==> src/rtl/mbx_pkg.sv <==
package mbx_pkg;
  localparam int unsigned MBX_AW = 2;

  typedef enum logic [MBX_AW-1:0] {
    ADR_RX   = 2'd0,
    ADR_CMD  = 2'd1,
    ADR_STAT = 2'd2,
    ADR_CTRL = 2'd3
  } mbx_addr_e;

  localparam int unsigned ST_FULL = 0;
  localparam int unsigned ST_OVR  = 1;
  localparam int unsigned ST_PEND = 2;
  localparam int unsigned ST_ERR  = 3;
  localparam int unsigned ST_DBG  = 4;
  localparam int unsigned ST_W    = 5;

  localparam int unsigned CTL_RESUME = 0;
endpackage

==> src/rtl/mbx_arbiter.sv <==
module mbx_arbiter
  import mbx_pkg::*;
#(
  parameter int unsigned DW = 32
) (
  input  logic              jt_sel,
  input  logic              jt_req,
  input  logic              jt_we,
  input  logic [MBX_AW-1:0] jt_addr,
  input  logic [DW-1:0]     jt_wdata,
  input  logic              cr_req,
  input  logic              cr_we,
  input  logic [MBX_AW-1:0] cr_addr,
  input  logic [DW-1:0]     cr_wdata,
  output logic              cr_ready,
  output logic              acc_vld,
  output logic              acc_jtag,
  output logic              acc_we,
  output logic [MBX_AW-1:0] acc_addr,
  output logic [DW-1:0]     acc_wdata
);
  logic jt_act;

  // Fixed priority: the probe wins any same-cycle contention.
  assign jt_act   = jt_sel & jt_req;
  assign cr_ready = ~jt_act;

  always_comb begin
    acc_vld   = jt_act | cr_req;
    acc_jtag  = jt_act;
    if (jt_act) begin
      acc_we    = jt_we;
      acc_addr  = jt_addr;
      acc_wdata = jt_wdata;
    end else begin
      acc_we    = cr_req & cr_we;
      acc_addr  = cr_addr;
      acc_wdata = cr_wdata;
    end
  end
endmodule

==> src/rtl/mbx_rxbuf.sv <==
module mbx_rxbuf #(
  parameter int unsigned DW = 32
) (
  input  logic          clk,
  input  logic          rst_n,
  input  logic          wr,
  input  logic [DW-1:0] wdata,
  input  logic          rd,
  input  logic          clr_ovr,
  output logic [DW-1:0] data,
  output logic          full,
  output logic          ovr
);
  always_ff @(posedge clk or negedge rst_n) begin
    if (!rst_n) begin
      data <= '0;
      full <= 1'b0;
      ovr  <= 1'b0;
    end else begin
      if (wr) data <= wdata;
      if (wr)      full <= 1'b1;
      else if (rd) full <= 1'b0;
      if (wr && full)   ovr <= 1'b1;
      else if (clr_ovr) ovr <= 1'b0;
    end
  end
endmodule

==> src/rtl/mbx_cmdq.sv <==
module mbx_cmdq #(
  parameter int unsigned DW = 32
) (
  input  logic          clk,
  input  logic          rst_n,
  input  logic          wr,
  input  logic [DW-1:0] wdata,
  input  logic          accept,
  input  logic          resume,
  input  logic          dbg_req,
  input  logic          clr_err,
  output logic [DW-1:0] instr,
  output logic          pending,
  output logic          err,
  output logic          halted
);
  logic take;

  assign take = wr & halted & ~pending;

  always_ff @(posedge clk or negedge rst_n) begin
    if (!rst_n) begin
      instr   <= '0;
      pending <= 1'b0;
      err     <= 1'b0;
      halted  <= 1'b0;
    end else begin
      if (dbg_req)     halted <= 1'b1;
      else if (resume) halted <= 1'b0;

      if (resume)                 pending <= 1'b0;
      else if (take)              pending <= 1'b1;
      else if (accept && pending) pending <= 1'b0;

      if (take) instr <= wdata;

      if (wr && !take)  err <= 1'b1;
      else if (clr_err) err <= 1'b0;
    end
  end
endmodule

==> src/rtl/dbg_mailbox.sv <==
module dbg_mailbox
  import mbx_pkg::*;
#(
  parameter int unsigned DW = 32
) (
  input  logic              clk,
  input  logic              rst_n,
  input  logic              jt_sel,
  input  logic              jt_req,
  input  logic              jt_we,
  input  logic [MBX_AW-1:0] jt_addr,
  input  logic [DW-1:0]     jt_wdata,
  output logic [DW-1:0]     jt_rdata,
  input  logic              cr_req,
  input  logic              cr_we,
  input  logic [MBX_AW-1:0] cr_addr,
  input  logic [DW-1:0]     cr_wdata,
  output logic              cr_ready,
  output logic [DW-1:0]     cr_rdata,
  input  logic              dbg_req,
  output logic              dbg_halt,
  output logic              cmd_valid,
  output logic [DW-1:0]     cmd_instr,
  input  logic              cmd_accept
);
  logic              acc_vld, acc_jtag, acc_we;
  logic [MBX_AW-1:0] acc_addr;
  logic [DW-1:0]     acc_wdata;
  logic              wr_any, rd_any;
  logic              rx_wr, rx_rd, cmd_wr, stat_wr, ctrl_wr;
  logic [DW-1:0]     rx_data, rdata;
  logic              rx_full, rx_ovr, c_pend, c_err, c_halt;
  logic [ST_W-1:0]   status;

  mbx_arbiter #(.DW(DW)) u_arb (
    .jt_sel(jt_sel), .jt_req(jt_req), .jt_we(jt_we), .jt_addr(jt_addr),
    .jt_wdata(jt_wdata), .cr_req(cr_req), .cr_we(cr_we), .cr_addr(cr_addr),
    .cr_wdata(cr_wdata), .cr_ready(cr_ready), .acc_vld(acc_vld),
    .acc_jtag(acc_jtag), .acc_we(acc_we), .acc_addr(acc_addr),
    .acc_wdata(acc_wdata)
  );

  assign wr_any  = acc_vld & acc_we;
  assign rd_any  = acc_vld & ~acc_we;
  assign rx_wr   = wr_any & acc_jtag & (acc_addr == ADR_RX);
  assign rx_rd   = rd_any & ~acc_jtag & (acc_addr == ADR_RX);
  assign cmd_wr  = wr_any & (acc_addr == ADR_CMD);
  assign stat_wr = wr_any & (acc_addr == ADR_STAT);
  assign ctrl_wr = wr_any & (acc_addr == ADR_CTRL) & acc_wdata[CTL_RESUME];

  mbx_rxbuf #(.DW(DW)) u_rx (
    .clk(clk), .rst_n(rst_n), .wr(rx_wr), .wdata(acc_wdata), .rd(rx_rd),
    .clr_ovr(stat_wr & acc_wdata[ST_OVR]), .data(rx_data), .full(rx_full),
    .ovr(rx_ovr)
  );

  mbx_cmdq #(.DW(DW)) u_cmd (
    .clk(clk), .rst_n(rst_n), .wr(cmd_wr), .wdata(acc_wdata),
    .accept(cmd_accept), .resume(ctrl_wr), .dbg_req(dbg_req),
    .clr_err(stat_wr & acc_wdata[ST_ERR]), .instr(cmd_instr),
    .pending(c_pend), .err(c_err), .halted(c_halt)
  );

  always_comb begin
    status          = '0;
    status[ST_FULL] = rx_full;
    status[ST_OVR]  = rx_ovr;
    status[ST_PEND] = c_pend;
    status[ST_ERR]  = c_err;
    status[ST_DBG]  = c_halt;
  end

  always_comb begin
    rdata = '0;
    if (rd_any) begin
      unique case (acc_addr)
        ADR_RX:   rdata = rx_data;
        ADR_CMD:  rdata = cmd_instr;
        ADR_STAT: rdata = DW'(status);
        default:  rdata = '0;
      endcase
    end
  end

  assign jt_rdata  = acc_jtag ? rdata : '0;
  assign cr_rdata  = acc_jtag ? '0 : rdata;
  assign dbg_halt  = c_halt;
  assign cmd_valid = c_pend;
endmodule

==> config.mk <==
export PLATFORM = sky130hd
export DESIGN_NAME = dbg_mailbox
export DESIGN_NICKNAME = d
export VERILOG_FILES = /design/src/rtl/mbx_pkg.sv /design/src/rtl/mbx_arbiter.sv /design/src/rtl/mbx_rxbuf.sv /design/src/rtl/mbx_cmdq.sv /design/src/rtl/dbg_mailbox.sv
export SDC_FILE = /design/constraint.sdc
export NUM_CORES = 1
export LEC_CHECK = 0
export BUFFER_PORTS_ARGS = -buffer_cell sky130_fd_sc_hd__clkbuf_2
export CAP_MARGIN = 40
export CORE_ASPECT_RATIO = 1.1
export CORE_MARGIN = 5
export CORE_UTILIZATION = 50
export DETAILED_ROUTE_END_ITERATION = 16
export PLACE_DENSITY = 0.86
export RECOVER_POWER = 100
export SLEW_MARGIN = 20
export SYNTH_ARGS = -nofsm -noshare
export SYNTH_HDL_FRONTEND = slang
export SYNTH_SLANG_ARGS = --single-unit
==> constraint.sdc <==
create_clock -name clk -period 5.4 [get_ports clk]
set_input_delay 1.35 -clock clk [delete_from_list [all_inputs] [get_ports clk]]
set_output_delay 1.35 -clock clk [all_outputs]
set_load 0.02 [all_outputs]
======== Yosys cells after proc, flatten, opt, wreduce, memory -nomap -nowiden ========
Index checks and enable logic that the tools add are counted.
W data, S select, Z words.
word-level totals
  logic and storage cells ................. 58
  bits in registers ....................... 69
  output and inout bits ................... 99
  input bits .............................. 77
cells by class
  reduce and logical (&&, ||, !) cells .... 10
  muxes and demuxes ....................... 18
  bitwise logic cells ..................... 20
  eq/ne operators ......................... 3
operators by type and width
  cell                  count
  $mux W32              4
  $pmux W32 S3          1
  $and A1 B1 Y1         16
  $mux W1               12
  $reduce_bool A2 Y1    4
  $eq A2 B2 Y1 const B  2
  $logic_and A1 B1 Y1   3
  $not A1 Y1            3
  $reduce_bool A3 Y1    1
  $eq A2 B1 Y1 const B  1
  $logic_not A2 Y1      1
  $mux W2               1
  $logic_not A1 Y1      1
  $or A1 B1 Y1          1

======== Logic depth before layout (Yosys ltp) ========
Gate-level depths: netlist of run 1.
  depth after elaboration ................. 9
  gate-level depth with buffers ........... 8
  gate-level depth less buffers ........... 5

======== Cells and area by module ========
Synthesis of run 1 repeated with hierarchy kept, for this count alone.
unflattened totals
  cell total of the unflattened synthesis .. 334
  area, all modules ....................... 4300.4 um2
modules (own cells, without submodules)
  module       times used  sequential area each (um2)  area an instance (um2)  cells an instance
  mbx_cmdq     1           875.8                       1440.1                  78
  mbx_rxbuf    1           850.8                       1411.4                  75
  dbg_mailbox  1           0.0                         895.9                   138
  mbx_arbiter  1           0.0                         553.0                   43

======== Worst setup path before layout of run 1 ========
Ideal clock, no wire load.
  path kind ............................... input -> output
  start ................................... input jt_sel
  end ..................................... output jt_rdata[3]
  path buffers ............................ 2
  setup slack ............................. 1.395 ns
  required time ........................... 4.050 ns
  stages .................................. 7
  data arrival time ....................... 2.655 ns
  cell sequence ........................... and2_1 > buf_6 > inv_4 > mux2_4 > buf_6 > a222oi_1 > nor2_1
between the ends
  longest elaborated chain between the ends .. 6
  elaborated cells between the ends (all ways) .. 12
  those cells by class .................... 2 x eq/ne; 5 x mux; 4 x bitwise; 1 x reduce/logical
RTL lines
  what                                                  line                                  source
  from (decl)                                           dbg_mailbox.sv:8                      input logic jt_sel,
  $and A1 B1 Y1 (*)                                     mbx_arbiter.sv:25                     assign jt_act = jt_sel & jt_req;
  $mux W2 / $mux W1 (equally long branches)             mbx_arbiter.sv:31                     if (jt_act) begin
  $eq A2 B2 Y1 (tied with other cells)                  dbg_mailbox.sv:76                     unique case (acc_addr)
  $pmux W32 S3 / $and A1 B1 Y1 (equally long branches)  dbg_mailbox.sv:76, dbg_mailbox.sv:44
  $mux W32                                              dbg_mailbox.sv:75                     if (rd_any) begin
  $mux W32 (*)                                          dbg_mailbox.sv:85                     assign jt_rdata = acc_jtag ? rdata : '0;
  to (decl)                                             dbg_mailbox.sv:13                     output logic [DW-1:0] jt_rdata,
Every way passes the cells marked *; elsewhere a longest branch is shown, timed or not.

======== Worst setup path after layout of run 1 ========
  start ................................... input jt_sel
  end ..................................... output cr_rdata[28]
between the ends
  longest elaborated chain between the ends .. 6
  elaborated cells between the ends (all ways) .. 12
  those cells by class .................... 2 x eq/ne; 5 x mux; 4 x bitwise; 1 x reduce/logical
RTL lines
  what                                                  line                                  source
  $and A1 B1 Y1 (*)                                     mbx_arbiter.sv:25
  $mux W2 / $mux W1 (equally long branches)             mbx_arbiter.sv:31
  $eq A2 B2 Y1 (tied with other cells)                  dbg_mailbox.sv:76
  $pmux W32 S3 / $and A1 B1 Y1 (equally long branches)  dbg_mailbox.sv:76, dbg_mailbox.sv:44
  $mux W32                                              dbg_mailbox.sv:75
  $mux W32 (*)                                          dbg_mailbox.sv:86                     assign cr_rdata = acc_jtag ? '0 : rdata;
  to (decl)                                             dbg_mailbox.sv:19                     output logic [DW-1:0] cr_rdata,
Marks and branches as above.

==> results of run 1 <==
## area by class of cell
cell class / count / share of cell area (%)
timing repair buffer: 186 / 17.8
sequential: 69 / 37.0
clock inverter: 6 / 2.36
clock buffer: 10 / 2.95
multi-input combinational: 284 / 37.5
tap: 85 / 2.28
inverter: 2 / 0.214
## sequential cells by signal, summed over array words and instances (netlist names)
signal / count
u_cmd.instr: 32
u_cmd.pending: 1
u_rx.full: 1
u_cmd.halted: 1
u_rx.ovr: 1
u_cmd.err: 1
u_rx.data: 32
## metal layers
| layer | up-vias | global-route usage [%] | share of wire, % | wire length, um |
|---|---|---|---|---|
| met5 | - | 0 | 0 | 0 |
| met4 | 0 | 9.48 | 1.7 | 182 |
| met3 | 19 | 4.61 | 7.5 | 786 |
| met2 | 135 | 39.8 | 51 | 5340 |
| met1 | 1689 | 28.1 | 40 | 4170 |
| li1 | 1675 | - | - | - |
## kinds of logic after synthesis
| group | after synthesis | share of synthesized area [%] |
|---|---|---|
| buffers and inverters | 31 | 4.56 |
| AOI/OAI and AO/OA | 75 | 13.9 |
| muxes | 57 | 17.3 |
| and+or+nand+nor | 152 | 16.9 |
| DFF | 69 | 47.3 |
## synth_stat cells, drive strengths merged
master	n
nand2b	5
clkbuf	13
dfrtp	69
nand3b	1
nor2b	2
and3	1
o21a	1
and2	1
mux2	46
nand4b	2
o2bb2ai	1
a31oi	11
a21o	3
nand4	1
a22o	1
a222oi	5
buf	16
nand2	68
mux2i	11
a22oi	27
nand3	5
o21ai	15
inv	2
a21oi	11
nor2	66
## power by group through the flow
stage               Clock [mW]  Combinational (mW)  Sequential, mW
floorplan                    0               0.252           0.855
global placement             0               0.536           0.764
detailed placement           0               0.557           0.772
CTS                      0.518               0.558           0.763
global route             0.542               0.576           0.782
finish                   0.512               0.526           0.765
## worst max-delay path by stage
stage | start | end | slack [ns] | depth (start not counted)
global route | jt_sel | cr_rdata[21] | 0.39 | 7
CTS | jt_sel | cr_rdata[28] | 0.96 | 7
floorplan | jt_sel | jt_rdata[3] | 1.39 | 7
detailed placement | jt_sel | cr_rdata[28] | 0.96 | 7
finish | jt_sel | cr_rdata[28] | 0.61 | 7
global placement | jt_sel | jt_rdata[31] | 1.02 | 7
## through the flow
| step | utilization (%) | std cells | cell area (um2) | hold slack, ns |
|---|---|---|---|---|
| 2_1_floorplan | - | 384 | 3650 | 0.451 |
| 3_3_place_gp | 64.5 | 623 | 4550 | 0.463 |
| 3_5_place_dp | 64.9 | 624 | 4570 | 0.472 |
| 4_1_cts | 68.4 | 640 | 4820 | 0.488 |
| 5_1_grt | 66.3 | 642 | 4670 | 0.511 |
| 6_report | 66.3 | 642 | 4670 | 0.486 |
## critical path, cell delays in order
cell,delay [ns]
clkbuf_1,0.12
and2_0,0.27
o21ai_2,0.71
buf_4,0.42
a22oi_1,0.17
nor2_1,0.13
clkbuf_1,0.26
==> results.env, run 1 <==
TOP_LEVEL_PORTS=176
CORE.ROWCOUNT=32
YS_FF_LATCH=69
CLOCK_SKEW_NS=0.0110
SYN_INST=384
R2R_SLACK_NS=3.25
GLOBAL_ROUTE.USAGE.TOTAL_PCT=23.1
PWR-SHARE-COMB_PCT=29.2
DESIGN.CORE.AREA_UM2=7050
FINAL_SETUP_TNS_NS=0
CELL_INTERNAL_PWR_mW=1.18
SEQ_TOTAL_AREA_YOSYS_PCT=47.3
WORSTSKEWPAIRLATENCY_NS=0.34
CTS_HTREE_LEVELS=3
OUTCOME='finished, violations left'
DIEAREA_UM2=9100
SYNTHESIS.AREA_UM2=3650
WORSTREGTOREGCELLS=5
INSERTEDDIODECOUNT=0
FINALCRITICALPERIOD_NS=4.79
LAYOUT_WORST_PATH_CYCLE_SHARE_PCT=88.7
AVGROUTEDWIREPERCELL_UM=16.3
YOSYSTOPAREACELL='dfrtp_1'
TIMING.MAX_SLEW.REL_SLACK_PCT=-34.7
FIRST_GLOBAL_VIAS=3630
CHIPWIDTH_UM=91.4
YOSYS_WARNINGS=0
CLOCKPOWERSHARE_PCT=28.4
POST_ROUTE_CELLS_DRIVE_ABOVE_1_SHARE_PCT=26.6
POWER.DENSITY_CELL_AREA_nW_PER_UM2=386
WHS_ENDPOINT='u_rx.data[24]'
WORST_HOLD_STARTPOINT='u_rx.data[24]'
CRIT_PATH_END_KIND='output port'
FINAL_WIRELENGTH_MM=10.5
TOTAL_POWER_mW=1.80
SETUP_VIOL=0
DETAILEDROUTE.FIRSTITERATIONVIOLATIONS=213
DETAIL_ROUTE.FIRST_PASS.ITERATIONS=4
HOLD_PATH_CLASS='register to register'
FAILED_CHECKS='max-capacitance violations, max-slew violations'
RSZ0062_AT_GRT='false'
ANTENNA_VIOLATING_NETS_POST_ROUTE=0
AREA.GROWTH.SYNTH_TO_FINAL_PCT=28.1
SEQCELLAREA_UM2=1730
CTSLONGESTPATHBUFFERS=2
GRT_MAX_DEGREE=70
GR-TOTAL-OVERFLOW=0
MAX_FREQ_GHz=0.209
PORTBUFFERS=175
TIMING.CRITICAL_PATH.ARRIVAL_NS=3.44
SWITCH_PWR_uW=624
CLKSLEWWORSTSETUPHOLDPATHS_NS=0.07
TRITONCTS='yes'
DRCVIOLATIONCOUNT=0
CTS-ROOT-BUF='clkbuf_8'
POST_CTS_HOLD_BUFFER_COUNT=0
FILLERINSTANCES=614
POST_PLACEMENT_WORST_SETUP_SLACK_NS=0.956
GRT_FIRST_PASS_WIRELENGTH_MM=17.2
FINISH.NET_COUNT=629
TIMING_HOLD_VIOLATIONS_FINAL=0
SYNTHESIS.AREA_PER_INSTANCE_UM2=9.50
CLOCK_SINK_COUNT=69
CRITICAL_PATH_CLASS='primary input to output port'
MAX-VDD-IR-DROP_uV=231
WORSTHOLDPATHCELLS=2
FINALMAXSLEWVIOLATIONS=89
SYN-NUM-NETS=461
POST_CTS_SETUP_BUFFER_COUNT=0
MAXCAPVIOLCOUNT=3
VIA_COUNT=3518
NETLIST-CELL-TYPE-COUNT=33
WORST-SLEW-PIN-TRANSITION_NS=2.02
MULTI_INPUT_AREA_UM2=1750
CP_DATA_REQUIRED_TIME_NS=4.05
HPWL_MM=7.71
CRITICAL_PATH.STARTPOINT_TYPE='primary input'
POWER_SWITCHING_SHARE_PCT=34.6
FINALWEIGHTEDCONGESTION=0.857
MOST-COMMON-LAYOUT-CELLS='clkbuf_1, clkbuf_2, dfrtp_1'
PATH_MAX_FANOUT=27
P_LEAK_nW=2.19
FLOORPLAN.DIE.HEIGHT_UM=99.6
SYNTH.TOP_CELLS.BY_AREA='dfrtp_1, mux2_2, nand2_1, nor2_1, a22oi_1'
R2R_END='u_cmd.instr[17]'
STARTING_DENSITY_PCT=51.8
POWER.SEQUENTIAL.FRACTION_PCT=42.4
ANTENNA_VIOLATIONS_BEFORE_REPAIR=0
FINAL.SETUP.WORST_SLACK_NS=0.610
SYNTH_TOP_AREA_SHARE_PCT=47.3
TRITONCTS.NUM_BUFFERS=9
VIASPERCELL=5.48
MOSTFREQUENTLAYOUTCELL='clkbuf_1'
REGTOREGSTARTPOINT='u_cmd.halted'
CTSRESIZECOUNT=0
Power figures use the tool's default switching activity.
==> inputs of run 2 (changes only) <==
Settings changed: CORE_UTILIZATION 50 to 47, PLACE_DENSITY 0.86 to 0.81.
Clock period 5.4 ns to 5.21 ns, I/O delays scaled along.
==> results.env, run 2 (synthesis gave the netlist of run 1 again) <==
FIRST_GLOBAL_VIAS=3626  # -0.11%
CELL_INTERNAL_PWR_mW=1.07  # -8.9%
POWER.SEQUENTIAL.FRACTION_PCT=46.7  # +4.3 points
PORTBUFFERS=175  # unchanged
INSERTEDDIODECOUNT=0  # unchanged
AVGROUTEDWIREPERCELL_UM=16.8  # +2.6%
FINALCRITICALPERIOD_NS=4.70
LEADING_REGISTERS_BY_FLOP_COUNT='u_cmd.instr: 32 flops, u_rx.data: 32 flops'
FAILED_CHECKS='max-capacitance violations, max-slew violations'
POWER_SWITCHING_SHARE_PCT=37.1  # +2.5 points
CTSRESIZECOUNT=0  # unchanged
FINALMAXSLEWVIOLATIONS=41  # -54%
PATH_MAX_FANOUT=17  # -37%
FINALWEIGHTEDCONGESTION=0.871  # +1.7%
MOST-COMMON-LAYOUT-CELLS='clkbuf_1, clkbuf_2, dfrtp_1'
WORSTREGTOREGCELLS=5  # unchanged
GLOBAL_ROUTE.USAGE.TOTAL_PCT=23.0  # -0.035 points
CTSLONGESTPATHBUFFERS=2  # unchanged
SWITCH_PWR_uW=633  # +1.4%
CTS-ROOT-BUF='clkbuf_8'
POST_ROUTE_CELLS_DRIVE_ABOVE_1_SHARE_PCT=24.1  # -2.5 points
TIMING_HOLD_VIOLATIONS_FINAL=0  # unchanged
TIMING.CRITICAL_PATH.ARRIVAL_NS=3.39  # -0.05 ns
CHIPWIDTH_UM=94.0  # +2.8%
POWER.DENSITY_CELL_AREA_nW_PER_UM2=371  # -3.9%
CTS_HTREE_LEVELS=3  # unchanged
P_LEAK_nW=2.13  # -2.8%
TRITONCTS='yes'
REGTOREGSTARTPOINT='u_cmd.halted'
WORST-SLEW-PIN-TRANSITION_NS=2.10  # +0.0756 ns
VIASPERCELL=5.33  # -2.7%
TIMING.MAX_SLEW.REL_SLACK_PCT=-39.7  # -5.0 points
CLOCKPOWERSHARE_PCT=21.5  # -6.9 points
MAXCAPVIOLCOUNT=1  # -2
CP_DATA_REQUIRED_TIME_NS=3.91  # -0.14 ns
WORST_HOLD_STARTPOINT='u_rx.data[30]'
SETUP_VIOL=0  # unchanged
HOLD_PATH_CLASS='register to register'
WORSTSKEWPAIRLATENCY_NS=0.33  # about the same
CLKSLEWWORSTSETUPHOLDPATHS_NS=0.07  # about the same
DESIGN.CORE.AREA_UM2=7510  # +6.6%
FILLERINSTANCES=732  # +19%
CRITICAL_PATH_CLASS='primary input to output port'
FINAL_WIRELENGTH_MM=11.1  # +5.6%
ANTENNA_VIOLATING_NETS_POST_ROUTE=0  # unchanged
R2R_END='u_cmd.instr[2]'
CLOCK_SKEW_NS=0.00887  # -0.00215 ns
ANTENNA_VIOLATIONS_BEFORE_REPAIR=1  # +1
HPWL_MM=8.10  # +5.1%
AREA.GROWTH.SYNTH_TO_FINAL_PCT=26.1
POST_CTS_HOLD_BUFFER_COUNT=0  # unchanged
POST_CTS_SETUP_BUFFER_COUNT=0  # unchanged
TRITONCTS.NUM_BUFFERS=9  # unchanged
PWR-SHARE-COMB_PCT=31.8  # +2.6 points
R2R_SLACK_NS=2.77  # -0.48 ns
TOTAL_POWER_mW=1.71  # -5.4%
MAX_FREQ_GHz=0.213
VIA_COUNT=3523  # +0.14%
MAX-VDD-IR-DROP_uV=147  # -36%
MOSTFREQUENTLAYOUTCELL='clkbuf_1'
FLOORPLAN.DIE.HEIGHT_UM=102  # +2.8%
CRITICAL_PATH.STARTPOINT_TYPE='primary input'
DETAIL_ROUTE.FIRST_PASS.ITERATIONS=5  # +1
WHS_ENDPOINT='u_rx.data[30]'
UTILIZATION_PCT=61.2  # -5.1 points
GRT_MAX_DEGREE=68  # -2.9%
STARTING_DENSITY_PCT=48.5  # -3.2 points
DRCVIOLATIONCOUNT=0  # unchanged
CRIT_PATH_END_KIND='output port'
CLOCK_SINK_COUNT=69  # unchanged
TIMING.HOLD.WS_NS=0.485  # -0.00113 ns
WORSTHOLDPATHCELLS=2  # unchanged
LAYOUT_WORST_PATH_CYCLE_SHARE_PCT=90.2
FINISH.NET_COUNT=629  # unchanged
CORE.ROWCOUNT=33  # +3.1%
GRT_FIRST_PASS_WIRELENGTH_MM=17.5  # +1.7%
OUTCOME='finished, violations left'
GR-TOTAL-OVERFLOW=0  # unchanged
DIEAREA_UM2=9620  # +5.7%
TOP_LEVEL_PORTS=176  # unchanged
FINAL_SETUP_TNS_NS=0  # unchanged
RSZ0062_AT_GRT='false'
DETAILEDROUTE.FIRSTITERATIONVIOLATIONS=183  # -14%
==> run 2: cell types whose count changed in the layout (fill, tap and decap cells not counted), sizes merged <==
cell | before | now
buf | 8 | 4
clkinv | 1 | 2
bufinv | 3 | 0
clkbuf | 188 | 195
clkinvlp | 2 | 0
==> run 2: final cells by class <==
class	count	area (um2)	share of cell area, %
Clock buffer	13	149	3.24
Clock inverter	2	10.0	0.218
Inverter	2	10.0	0.218
Multi-Input combinational cell	284	1760	38.3
Sequential cell	69	1730	37.5
Tap cell	105	131	2.86
Timing Repair Buffer	186	812	17.7
==> run 2: stage by stage <==
step | std cells | setup slack [ns] | instance area (um2)
6_report | 661 | 0.513 | 4600
5_1_grt | 661 | 0.296 | 4600
4_1_cts | 660 | 0.690 | 4760
3_5_place_dp | 645 | 0.701 | 4610
3_3_place_gp | 643 | 0.802 | 4570
2_1_floorplan | 384 | 1.30 | 3650
==> run 2: routing by layer <==
layer / share of wire (%) / GRT usage (%)
met2: 50 / 38.2
met4: 1.7 / 9.67
met1: 41 / 29.6
met5: 0.063 / 0
met3: 7.3 / 4.42
==> run 2: worst max-delay path, cell delays in order <==
cell and delay (ns):
clkbuf_2 0.12, and2_0 0.35, inv_4 0.28, nand3b_1 0.48
nand2b_1 0.45, nor2_1 0.15, clkbuf_1 0.26
==> run 2: how the worst max path moves through the flow <==
stage,from,to,slack (ns),cells past startpoint
final,jt_sel,cr_rdata[3],0.51,7
after CTS,jt_sel,jt_rdata[3],0.69,7
after floorplan,jt_sel,jt_rdata[3],1.30,7
after global routing,jt_sel,jt_rdata[2],0.30,7
after global placement,jt_sel,jt_rdata[26],0.80,7
after detailed placement,jt_sel,jt_rdata[3],0.70,7
==> run 2: power by group through the flow <==
stage,clock network [mW],registers (mW),logic [mW]
5_1_grt,0.398,0.815,0.598
3_5_place_dp,0,0.802,0.577
6_report,0.367,0.796,0.543
3_3_place_gp,0,0.792,0.557
2_1_floorplan,0,0.886,0.262
4_1_cts,0.371,0.794,0.578
